==> config.mk <==
export PLATFORM = sky130hd
export DESIGN_NAME = digit_calc_seq
export DESIGN_NICKNAME = d
export VERILOG_FILES = /design/src/rtl/calc_pkg.sv /design/src/rtl/calc_key_class.sv /design/src/rtl/calc_alu.sv /design/src/rtl/calc_seq_fsm.sv /design/src/rtl/digit_calc_seq.sv
export SDC_FILE = /design/constraint.sdc
export NUM_CORES = 1
export LEC_CHECK = 0
export BUFFER_PORTS_ARGS = -buffer_cell sky130_fd_sc_hd__buf_2
export CAP_MARGIN = 40
export CORE_MARGIN = 5
export CORE_UTILIZATION = 25
export CTS_CLUSTER_DIAMETER = 30
export DETAILED_ROUTE_END_ITERATION = 10
export PLACE_DENSITY = 0.43
export SKIP_CTS_REPAIR_TIMING = 1
export SLEW_MARGIN = 20
export SYNTH_ARGS = -nofsm -noshare
export SYNTH_HDL_FRONTEND = slang
export SYNTH_SLANG_ARGS = --single-unit
==> constraint.sdc <==
create_clock -name clk -period 3.1 [get_ports clk]
set_input_delay 0.775 -clock clk [delete_from_list [all_inputs] [get_ports clk]]
set_output_delay 0.775 -clock clk [all_outputs]
set_load 0.02 [all_outputs]
==> src/rtl/calc_pkg.sv <==
package calc_pkg;
  localparam int DIG_W = 4;
  localparam int NUM_DIGITS = 10;
  localparam int CODE_ADD = 10;
  localparam int CODE_SUB = 11;
  localparam int CODE_MUL = 12;
  localparam int CODE_EQ  = 13;

  typedef enum logic [1:0] {
    STEP_FIRST  = 2'd0,
    STEP_OPER   = 2'd1,
    STEP_SECOND = 2'd2,
    STEP_EQUALS = 2'd3
  } step_t;

  typedef enum logic [1:0] {
    OPR_ADD = 2'd0,
    OPR_SUB = 2'd1,
    OPR_MUL = 2'd2
  } opr_t;

  typedef struct packed {
    logic             is_digit;
    logic             is_opr;
    logic             is_eq;
    logic [DIG_W-1:0] digit;
    opr_t             opr;
  } key_info_t;
endpackage

==> src/rtl/calc_key_class.sv <==
module calc_key_class
  import calc_pkg::*;
#(
  parameter int KEY_W = 5
) (
  input  logic [KEY_W-1:0] code,
  output key_info_t        info
);
  always_comb begin
    info = '0;
    info.opr = OPR_ADD;
    if (int'(code) < NUM_DIGITS) begin
      info.is_digit = 1'b1;
      info.digit    = code[DIG_W-1:0];
    end
    if (int'(code) == CODE_ADD) begin
      info.is_opr = 1'b1;
      info.opr    = OPR_ADD;
    end
    if (int'(code) == CODE_SUB) begin
      info.is_opr = 1'b1;
      info.opr    = OPR_SUB;
    end
    if (int'(code) == CODE_MUL) begin
      info.is_opr = 1'b1;
      info.opr    = OPR_MUL;
    end
    if (int'(code) == CODE_EQ) info.is_eq = 1'b1;
  end
endmodule

==> src/rtl/calc_alu.sv <==
module calc_alu
  import calc_pkg::*;
#(
  parameter int OUT_W = 8
) (
  input  logic [DIG_W-1:0] opa,
  input  logic [DIG_W-1:0] opb,
  input  opr_t             opr,
  output logic [OUT_W-1:0] res
);
  localparam int PW = 2 * DIG_W;

  logic [PW-1:0] sum_w;
  logic [PW-1:0] diff_w;
  logic [PW-1:0] prod_w;
  logic [PW-1:0] pick_w;

  always_comb begin
    sum_w  = PW'(opa) + PW'(opb);
    diff_w = (opa >= opb) ? PW'(opa - opb) : '0;
    prod_w = PW'(opa) * PW'(opb);
    unique case (opr)
      OPR_SUB: pick_w = diff_w;
      OPR_MUL: pick_w = prod_w;
      default: pick_w = sum_w;
    endcase
    res = OUT_W'(pick_w);
  end
endmodule

==> src/rtl/calc_seq_fsm.sv <==
module calc_seq_fsm
  import calc_pkg::*;
#(
  parameter int OUT_W = 8
) (
  input  logic             clk,
  input  logic             rst,
  input  logic             fire,
  input  key_info_t        info,
  input  logic [OUT_W-1:0] alu_res,
  output logic [DIG_W-1:0] opa,
  output logic [DIG_W-1:0] opb,
  output opr_t             opr,
  output logic [OUT_W-1:0] disp
);
  localparam int MAX_RES = (NUM_DIGITS - 1) * (NUM_DIGITS - 1);

  step_t step_q;

  always_ff @(posedge clk) begin
    if (rst) begin
      step_q <= STEP_FIRST;
      opa    <= '0;
      opb    <= '0;
      opr    <= OPR_ADD;
      disp   <= '0;
    end else if (fire) begin
      unique case (step_q)
        STEP_FIRST: if (info.is_digit) begin
          opa    <= info.digit;
          disp   <= OUT_W'(info.digit);
          step_q <= STEP_OPER;
        end
        STEP_OPER: if (info.is_opr) begin
          opr    <= info.opr;
          step_q <= STEP_SECOND;
        end
        STEP_SECOND: if (info.is_digit) begin
          opb    <= info.digit;
          disp   <= OUT_W'(info.digit);
          step_q <= STEP_EQUALS;
        end
        default: if (info.is_eq) begin
          disp   <= alu_res;
          step_q <= STEP_FIRST;
        end
      endcase
    end
  end

  assert_reset_clear_R1: assert property (@(posedge clk) disable iff (rst)
    $past(rst) |-> (disp == '0 && step_q == STEP_FIRST));

  assert_first_digit_R2: assert property (@(posedge clk) disable iff (rst)
    (fire && step_q == STEP_FIRST && info.is_digit) |=>
      disp == OUT_W'($past(info.digit)));

  assert_oper_keeps_disp_R3: assert property (@(posedge clk) disable iff (rst)
    (step_q == STEP_OPER) |=> $stable(disp));

  assert_result_range_R7: assert property (@(posedge clk) disable iff (rst)
    int'(disp) <= MAX_RES);

  assert_bad_first_key_R8: assert property (@(posedge clk) disable iff (rst)
    (fire && step_q == STEP_FIRST && !info.is_digit) |=>
      (step_q == STEP_FIRST && $stable(disp)));

  assert_idle_stable_R10: assert property (@(posedge clk) disable iff (rst)
    !fire |=> ($stable(disp) && $stable(step_q)));
endmodule

==> src/rtl/digit_calc_seq.sv <==
module digit_calc_seq
  import calc_pkg::*;
#(
  parameter int KEY_W = 5,
  parameter int OUT_W = 8
) (
  input  logic             clk,
  input  logic             rst,
  input  logic             key_valid,
  output logic             key_ready,
  input  logic [KEY_W-1:0] key_code,
  output logic [OUT_W-1:0] disp_value
);
  logic             ready_q;
  logic             fire;
  key_info_t        info;
  logic [DIG_W-1:0] opa;
  logic [DIG_W-1:0] opb;
  opr_t             opr;
  logic [OUT_W-1:0] alu_res;

  always_ff @(posedge clk) begin
    if (rst) ready_q <= 1'b0;
    else     ready_q <= 1'b1;
  end

  assign key_ready = ready_q;
  assign fire      = key_valid & ready_q;

  calc_key_class #(.KEY_W(KEY_W)) class_i (
    .code (key_code),
    .info (info)
  );

  calc_alu #(.OUT_W(OUT_W)) alu_i (
    .opa (opa),
    .opb (opb),
    .opr (opr),
    .res (alu_res)
  );

  calc_seq_fsm #(.OUT_W(OUT_W)) fsm_i (
    .clk     (clk),
    .rst     (rst),
    .fire    (fire),
    .info    (info),
    .alu_res (alu_res),
    .opa     (opa),
    .opb     (opb),
    .opr     (opr),
    .disp    (disp_value)
  );

  assert_ready_after_reset_R10: assert property (@(posedge clk) disable iff (rst)
    !$past(rst) |-> key_ready);
endmodule

==> results of run 1 <==
==> state kept, by name, indices dropped and copies added (netlist names) <==
name	cells
fsm_i.disp	8
fsm_i.opa	4
fsm_i.opb	4
fsm_i.opr	2
fsm_i.step_q	2
key_ready	1
==> worst max-delay path, delay by kind of cell, from the launching register on <==
kind / cells / cell delay (ns)
flops: 1 / 0.40
fa+ha+maj: 3 / 1.55
simple gates: 4 / 0.42
compound gates: 2 / 0.33
buf+inv: 2 / 0.11
==> synthesized netlist by cell type, drive strengths merged (3+ instances only) <==
| cell | number |
|---|---|
| nor3 | 6 |
| clkbuf | 5 |
| xnor2 | 3 |
| o21ai | 12 |
| dfxtp | 21 |
| mux2i | 9 |
| nor2 | 20 |
| nor2b | 5 |
| inv | 21 |
| and2 | 6 |
| a211oi | 5 |
| ha | 26 |
| a21oi | 14 |
| or2 | 4 |
| nand3 | 4 |
| o32ai | 3 |
| buf | 4 |
| nand2 | 17 |
| nand3b | 3 |
| nor3b | 3 |
| fa | 6 |
| nand4 | 4 |
==> stage by stage <==
stage	power [uW]	worst slack [ns]	utilization, %	instance area (um^2)
4_1_cts	538.2	0.1762	29.10	2133
2_1_floorplan	327.8	0.3290	-	1907
6_report	524.5	0.2099	29.10	2133
3_5_place_dp	346.7	0.1933	28.49	2088
5_1_grt	557.7	0.01172	29.10	2133
3_3_place_gp	347.9	0.2375	28.49	2088
==> per-layer routing <==
layer | wire length, um | part of all wire, % | track usage (%)
met1 | 2454 | 52 | 14.86
met2 | 2060 | 44 | 16.83
met3 | 187 | 4.0 | 2.656
met4 | 9 | 0.19 | 0.9585
met5 | 0 | 0 | 0
==> how the worst max path moves through the flow <==
stage	start	endpoint	slack, ns	depth (start not counted)
global placement	fsm_i.opb[3]	fsm_i.disp[6]	0.24	11
finish	fsm_i.opb[3]	fsm_i.disp[6]	0.21	11
CTS	fsm_i.opb[3]	fsm_i.disp[7]	0.18	10
floorplan	fsm_i.opa[1]	fsm_i.disp[6]	0.33	11
detailed placement	fsm_i.opb[3]	fsm_i.disp[7]	0.19	10
global route	fsm_i.opa[2]	fsm_i.disp[6]	0.01	11
==> layout make-up <==
class                   count  area, um^2
inverters                  21       78.83
repair buffers             19       102.6
fillers                   813        5197
well taps                  99       123.9
multi-input cells         181        1363
clock buffers               4       45.04
flip-flops and latches     21       420.4
==> cells in the final DEF (no fill, tap or decap), types with 9 or more instances in the layout <==
cell type,count
inv_1,21
dfxtp_1,21
mux2i_1,9
buf_2,16
o21ai_0,11
nand2_1,17
nor2_1,20
ha_1,26
a21oi_1,14
==> power by group through the flow <==
stage               Sequential, uW  Combinational, uW  Clock [uW]
floorplan                      285               42.6           0
global placement               284               64.0           0
detailed placement             284               62.9           0
CTS                            278               63.2         197
global route                   278               70.1         209
finish                         277               62.8         184
==> kinds of logic after synthesis <==
logic type                 after synthesis
DFF                                     21
and+or+nand+nor                         79
xor gates and xnor gates                 5
muxes                                    9
AOI/OAI and AO/OA                       56
adders and majority gates               32
buffers and inverters                   30
==> run_results.csv, run 1 <==
group,metric,value,unit
route,dr.pass1.iters,4,
timing,max_slew.worst_pin.slew,0.7996,ns
global_routing,grt-ovfl-total,0,
worst_setup_path,regToRegSetupSlack,0.21,ns
floorplan,initial_core_util,26.01,%
logic_synthesis,ys_seq_area_share,22.05,%
flow_run,drv_cap,0,
floorplan,rows,31,
route,ant_nets,0,
clocking,cts_buffer_depth,2,
placed_design,numPortBuffers,16,
power,p_seq_share,52.9,%
route,drc,0,
logic_synthesis,yosysWarnings,0,
worst_setup_path,worst_r2r_endpoint,"fsm_i.disp[6]",
min_path,whs_path_depth,2,
logic_synthesis,yosysTopAreaCell,"dfxtp_1",
placed_design,globalplace.congestion,0.8385,
clocking,cts_tree,"done",
clocking,path_clk_slew,0.08,ns
logic_synthesis,synthXorXnorAreaFrac,2.297,%
power,p_int,386.8,uW
timing,slew_viol_final,0,
clocking,numCtsBuffers,3,
logic_synthesis,syn_avg_cell_area,8.219,um^2
finish,final_nets,287,
power,vdd_ir_drop_max,127.3,uV
timing,hold_viol_final,0,
clocking,insertion_delay,0.26,ns
logic_synthesis,synth_top_cell_area_share,22.05,%
logic_synthesis,synth-simple-area-share,21.39,%
logic_synthesis,syn_area,1907,um^2
worst_setup_path,reg2reg_from,"fsm_i.opb[3]",
global_routing,grt_usage,10.52,%
timing,clock_skew,0.002674,ns
floorplan,die_x,97.34,um
route,via_count,1646,
worst_setup_path,endpoint_kind,"flip-flop",
global_routing,antenna_found_initial,0,
run_status,status,"finished clean",
global_routing,grt_pass1_wl,8224,um
logic_synthesis,synth.mux.area_fraction,4.724,%
route,drt_iter0_markers,55,
worst_setup_path,path_max_fanout,5,
timing,period_share,93.23,%
placed_design,post-place-cells,341,
finish,drive_above_1_share,10.57,%
logic_synthesis,synth_cell_types,48,
min_path,worstHoldStart,"fsm_i.disp[0]",
floorplan,dieArea,9474,um^2
route,via_per_inst,4.771,
logic_synthesis,synth_compound_area_share,19.69,%
timing,fmax,346.0,MHz
logic_synthesis,ys_ff_latch,21,
power,sw_frac_of_total,26.26,%
finish,final_cells,345,
timing,rsz0062_at_grt,"no",
logic_synthesis,syn_inst,232,
logic_synthesis,synth-async-reset-ratio,0,%
floorplan,dieHeight,97.34,um
min_path,min_to,"fsm_i.disp[0]",
placed_design,place_hpwl,3876,um
worst_setup_path,cpMostUsedCell,"fa_1",
logic_synthesis,synthAdderAreaFrac,23.36,%
worst_setup_path,path_cells,"nand2_1 > fa_1 > inv_1 > fa_1 > inv_1 > fa_1 > nor2b_1 > o21a_1 > nor3_1 > nand3b_1 > a211oi_1",
timing,tns,0,ns
clocking,cts_root_buf,"clkbuf_8",
power,comb_power_share,12.0,%
power,power_density,245.9,nW/um^2
timing,finalSetupViolations,0,
timing,min_period,2.890,ns
power,leakage,0.0009178,uW
finish,n_antenna_cell,0,
logic_synthesis,synth_edf_count,0,
logic_synthesis,syn-num-nets,272,
min_path,worstHoldPathType,"flip-flop to flip-flop",
floorplan,io_pins,17,
global_routing,grt_max_degree,21,
worst_setup_path,critPathLaunchType,"flip-flop",
timing,max_slew_margin,45.31,%
floorplan,core_area,7331,um^2
clocking,cts.sinks,21,
logic_synthesis,synth.area.top_cells,"dfxtp_1, ha_1, fa_1",
logic_synthesis,synth_top_family_by_area,"adder cells",
worst_setup_path,cp.required,3.28,ns
worst_setup_path,arrival,3.07,ns
logic_synthesis,synth_top_flop_cell,"dfxtp_1",
clocking,htreeDepth,1,
worst_setup_path,critical_path_class,"flip-flop to flip-flop",
worst_setup_path,reg2regPathDepth,11,
finish,area_delta_synth_final,11.88,%
worst_setup_path,slowest_delay,0.56,ns
route,wl_per_cell,13.66,um
timing,fin_hold_ws,0.4513,ns
power,switching_power,137.7,uW
route,routed_wl,4711,um
worst_setup_path,critPathSlowestCell,"fa_1",
power,clockPowerShare,35.1,%
global_routing,grt_pass1_vias,1619,
Note: power is estimated with default switching activity, not from simulation.
==> inputs of run 2 (changes only) <==
--- a/config.mk
+++ b/config.mk
@@ -8,10 +8,9 @@
 export BUFFER_PORTS_ARGS = -buffer_cell sky130_fd_sc_hd__buf_2
 export CAP_MARGIN = 40
 export CORE_MARGIN = 5
-export CORE_UTILIZATION = 25
+export CORE_UTILIZATION = 40
 export CTS_CLUSTER_DIAMETER = 30
 export DETAILED_ROUTE_END_ITERATION = 10
-export PLACE_DENSITY = 0.43
 export SKIP_CTS_REPAIR_TIMING = 1
 export SLEW_MARGIN = 20
 export SYNTH_ARGS = -nofsm -noshare
==> run 2 against run 1 <==
Net effect: sequential cell count is the same; core utilization grew 16 points; final cell count shrank 13%; sequential power is essentially flat; maximum frequency grew 1.2%; die area shrank 34%; via count grew 0.67%; clock skew grew 0.0055 ns.
==> run_results.csv, run 2 (same netlist as run 1, synthesis figures left out) <==
group,metric,value,unit
run_status,status,"finished clean",
clocking,numCtsBuffers,3,
floorplan,io_pins,17,
floorplan,rows,25,
finish,n_antenna_cell,0,
power,leakage,0.0009277,uW
global_routing,use_met1,19.39,%
route,routed_wl,4466,um
placed_design,placedInstanceArea,2039,um^2
global_routing,antenna_found_initial,0,
clocking,path_clk_slew,0.08,ns
placed_design,post-place-cells,297,
finish,final_nets,288,
power,power_density,251.6,nW/um^2
clocking,insertion_delay,0.26,ns
power,vdd_ir_drop_max,121.3,uV
finish,area_delta_synth_final,9.843,%
floorplan,initial_core_util,40.91,%
timing,slew_viol_final,0,
finish,regMostFlops,"fsm_i.disp",
global_routing,grt_usage,15.01,%
route,via_per_inst,5.505,
placed_design,globalplace.congestion,0.8906,
min_path,worstHoldPathType,"flip-flop to flip-flop",
timing,max_slew.worst_pin.slew,0.6589,ns
floorplan,dieArea,6248,um^2
placed_design,place_hpwl,3597,um
finish,layout_commonest_cell,"ha_1",
worst_setup_path,reg2reg_from,"fsm_i.opb[3]",
timing,hold_viol_final,0,
power,finalPower,527.0,uW
finish,final_cell_mix,"ha_1, inv_1, nor2_1",
worst_setup_path,reg2regPathDepth,11,
finish,drive_above_1_share,12.96,%
timing,clock_skew,0.008189,ns
global_routing,grt_max_degree,21,
worst_setup_path,critPathLaunchType,"flip-flop",
finish,final_cell_area,2095,um^2
clocking,cts_tree,"done",
worst_setup_path,cp.required,3.28,ns
global_routing,grt-ovfl-total,0,
finish,top_regs,"fsm_i.disp: 8 flops, fsm_i.opa: 4 flops, fsm_i.opb: 4 flops",
min_path,worstHoldStart,"fsm_i.disp[4]",
min_path,whs_path_depth,2,
placed_design,numPortBuffers,16,
global_routing,use_met2,26.01,%
timing,tns,0,ns
global_routing,grt-busiest-layer,"met2",
min_path,min_to,"fsm_i.disp[4]",
route,dr.pass1.iters,4,
global_routing,use_met3,2.154,%
clocking,htreeDepth,1,
floorplan,core_area,4661,um^2
finish,largest_reg_flops,8,
route,drc,0,
worst_setup_path,endpoint_kind,"flip-flop",
timing,finalSetupViolations,0,
worst_setup_path,regToRegSetupSlack,0.24,ns
floorplan,die_x,79.05,um
worst_setup_path,worst_r2r_endpoint,"fsm_i.disp[6]",
global_routing,grt_pass1_vias,1658,
floorplan,dieHeight,79.05,um
timing,max_slew_margin,54.94,%
worst_setup_path,critical_path_class,"flip-flop to flip-flop",
worst_setup_path,path_max_fanout,5,
route,drt_iter0_markers,86,
route,wl_per_cell,14.84,um
timing,rsz0062_at_grt,"no",
timing,min_period,2.857,ns
route,via_count,1657,
worst_setup_path,arrival,3.04,ns
clocking,cts_root_buf,"clkbuf_8",
clocking,cts.sinks,21,
flow_run,drv_cap,0,
route,ant_nets,0,
finish,final_cells,301,
global_routing,grt_pass1_wl,7590,um
clocking,cts_buffer_depth,2,
timing,fmax,350.0,MHz
timing,period_share,92.16,%
## run 2: changes by cell type in the layout (fill, tap and decap cells not counted), sizes merged
cell	change
buf	+1
clkbuf	-1
clkinv	+1
## run 2: critical path, stage by stage, from the launching register on
cell	delay (ns)
dfxtp_2	0.36
nand2_1	0.08
fa_1	0.53
inv_1	0.06
fa_1	0.56
inv_1	0.06
fa_1	0.46
nor2b_1	0.14
o21a_1	0.13
nor3_1	0.04
nand3b_1	0.17
a211oi_2	0.19
## run 2: final cells by class
class                      instances  area, um^2
timing repair buffer              20       110.1
clock inverter                     1       5.005
clock buffer                       3       41.29
fill                             468        2566
multi-input combinational        181        1368
sequential                        21       424.2
inverter                          21       78.83
tap                               54       67.56
## run 2: routing by layer
metal | share of wire [%] | vias up
li1 | - | 855
met1 | 50 | 768
met2 | 46 | 26
met3 | 2.6 | 8
met4 | 1.5 | 0
met5 | 0 | -
## run 2: metrics by stage
step | hold WS [ns] | utilization (%) | setup slack, ns
final | 0.4506 | 44.94 | 0.2431
after floorplan | 0.4804 | - | 0.3290
after global routing | 0.4816 | 44.94 | 0.01707
after CTS | 0.4561 | 44.75 | 0.1473
after global placement | 0.4397 | 43.76 | 0.2645
after detailed placement | 0.4441 | 43.76 | 0.1658
## run 2: power breakdown
part	switching [uW]	internal [uW]	total (uW)
registers	3.84	273	277
logic	41.1	22.2	63.4
clock network	96.8	89.7	186
## run 2: worst max-delay path by stage
stage,startpoint,endpoint,depth (start not counted)
final,fsm_i.opb[3],fsm_i.disp[6],11
after global routing,fsm_i.opb[3],fsm_i.disp[6],11
after CTS,fsm_i.opb[3],fsm_i.disp[6],11
after detailed placement,fsm_i.opb[3],fsm_i.disp[6],11
after global placement,fsm_i.opb[3],fsm_i.disp[6],11
after floorplan,fsm_i.opa[1],fsm_i.disp[6],11
==> inputs of run 3 (changes only) <==
==> constraint.sdc (replaced) <==
create_clock -name clk -period 3.1 [get_ports clk]
set_input_delay 0 -clock clk [delete_from_list [all_inputs] [get_ports clk]]
set_output_delay 0 -clock clk [all_outputs]
set_load 0.02 [all_outputs]
==> run 3 against run 2 <==
Net effect: wire length decreased by 2.2%; clock power hardly changed; total power rose by 0.35%; combinational power fell by 0.6%; largest cell class unchanged.
==> run_results.csv, run 3 (same netlist as run 1, synthesis figures left out) <==
group,metric,value,unit
worst_setup_path,path_buf_inv,2,
worst_setup_path,cp_top_family,"adder cells",
worst_setup_path,reg2reg_from,"fsm_i.opb[3]",
route,via_count,1645,
finish,n_fill_cell,469,
global_routing,grt_usage,14.89,%
route,routed_wl,4367,um
worst_setup_path,critPathLaunchType,"flip-flop",
floorplan,core_area,4661,um^2
worst_setup_path,critPathSlowestCell,"fa_1",
min_path,worstHoldPathType,"primary input to flip-flop",
timing,fmax,346.7,MHz
worst_setup_path,reg2regPathDepth,11,
worst_setup_path,cp.required,3.28,ns
worst_setup_path,critical_path_class,"flip-flop to flip-flop",
worst_setup_path,endpoint_kind,"flip-flop",
worst_setup_path,cpMostUsedCell,"fa_1",
placed_design,post-place-cells,296,
timing,tns,0,ns
timing,max_slew_margin,47.10,%
run_status,status,"finished clean",
route,drt_iter0_markers,126,
finish,final_cells,300,
finish,top_regs,"fsm_i.disp: 8 flops, fsm_i.opa: 4 flops, fsm_i.opb: 4 flops",
global_routing,use_met3,2.154,%
clocking,numCtsBuffers,3,
timing,slew_viol_final,0,
floorplan,dieArea,6248,um^2
worst_setup_path,path_cells,"nand2_1 > fa_1 > inv_1 > fa_1 > inv_1 > fa_1 > nor2b_1 > o21a_1 > nor3_1 > nand3b_1 > a211oi_1",
route,dr.pass1.iters,6,
worst_setup_path,arrival,3.07,ns
placed_design,numPortBuffers,16,
route,ant_nets,0,
power,vdd_ir_drop_max,140.5,uV
finish,largest_reg_flops,8,
worst_setup_path,critical_path_depth,11,
finish,seq_area,422.9,um^2
min_path,worstHoldStart,"key_code[0]",
timing,fin_hold_ws,0.1153,ns
clocking,cts_tree,"done",
global_routing,grt-ovfl-total,0,
worst_setup_path,path_max_fanout,5,
timing,min_period,2.885,ns
route,via_per_inst,5.483,
flow_run,drv_cap,0,
timing,rsz0062_at_grt,"no",
placed_design,globalplace.congestion,0.9027,
power,power_density,253.5,nW/um^2
finish,n_antenna_cell,0,
timing,finalSetupViolations,0,
global_routing,use_met2,25.08,%
global_routing,grt_max_degree,21,
finish,area_delta_synth_final,9.383,%
clocking,cts_root_buf,"clkbuf_8",
finish,multiInputGateArea,1368,um^2
global_routing,antenna_found_initial,0,
finish,regMostFlops,"fsm_i.disp",
worst_setup_path,regToRegSetupSlack,0.22,ns
clocking,cts_buffer_depth,2,
timing,period_share,93.06,%
worst_setup_path,slowest_delay,0.56,ns
floorplan,dieHeight,79.05,um
placed_design,pre_cts_ws,0.2192,ns
global_routing,use_met1,19.78,%
min_path,min_to,"fsm_i.opb[0]",
finish,final_nets,287,
placed_design,place_hpwl,3440,um
clocking,cts.sinks,21,
clocking,path_clk_slew,0.08,ns
floorplan,initial_core_util,40.91,%
timing,max_slew.worst_pin.slew,0.7734,ns
timing,fin_ws,0.2152,ns
route,drc,0,
global_routing,grt_pass1_vias,1602,
timing,hold_viol_final,0,
timing,clock_skew,0.004062,ns
worst_setup_path,worst_r2r_endpoint,"fsm_i.disp[6]",
min_path,whs_path_depth,3,
floorplan,rows,25,
clocking,htreeDepth,1,
power,leakage,0.0009223,uW
route,wl_per_cell,14.56,um
global_routing,grt-busiest-layer,"met2",
finish,drive_above_1_share,12.20,%
global_routing,grt_pass1_wl,7500,um
clocking,insertion_delay,0.27,ns
floorplan,die_x,79.05,um
finish,final_cell_mix,"ha_1, inv_1, nor2_1",
floorplan,io_pins,17,
finish,layout_commonest_cell,"ha_1",
[run 3: area by class of cell]
| class | count | area share [%] |
|---|---|---|
| multi-input cells | 181 | 65.57 |
| well taps | 54 | 3.239 |
| inverters | 21 | 3.779 |
| clock buffers | 3 | 1.980 |
| repair buffers | 19 | 4.919 |
| flip-flops and latches | 21 | 20.28 |
| clock inverters | 1 | 0.2400 |
[run 3: worst max path at each step]
stage                      start       endpoint  slack (ns)
floorplan           fsm_i.opa[1]  fsm_i.disp[6]        0.33
global placement    fsm_i.opb[3]  fsm_i.disp[6]        0.27
detailed placement  fsm_i.opb[3]  fsm_i.disp[6]        0.22
CTS                 fsm_i.opb[3]  fsm_i.disp[6]        0.20
global route        fsm_i.opb[3]  fsm_i.disp[6]      0.0006
finish              fsm_i.opb[3]  fsm_i.disp[6]        0.22
[run 3: per-layer routing]
metal / up-vias / wire length, um
met5: - / 0
met4: 0 / 54
met3: 5 / 132
met2: 30 / 1983
met1: 754 / 2197
li1: 856 / -
[run 3: worst register-to-register path: stages (launching register included)]
cell,delay (ns)
dfxtp_1,0.39
nand2_1,0.10
fa_1,0.53
inv_1,0.06
fa_1,0.56
inv_1,0.06
fa_1,0.46
nor2b_1,0.13
o21a_1,0.13
nor3_1,0.04
nand3b_1,0.15
a211oi_1,0.21
[run 3: power by group]
part / internal, uW / total (uW) / switching (uW) / leakage (uW)
registers: 273 / 277 / 3.82 / 0.000171
clock network: 89.9 / 189 / 98.8 / 0.0000255
logic: 22.2 / 63.0 / 40.8 / 0.000726
total: 385 / 529 / 143 / 0.000922
[run 3: per-stage QoR]
step                area, um^2  util, %  power, uW
floorplan                 1907        -      327.8
global route              2086    44.75      554.1
detailed placement        2032    43.60      345.9
CTS                       2078    44.59      539.9
finish                    2086    44.75      528.8
global placement          2032    43.60      346.1
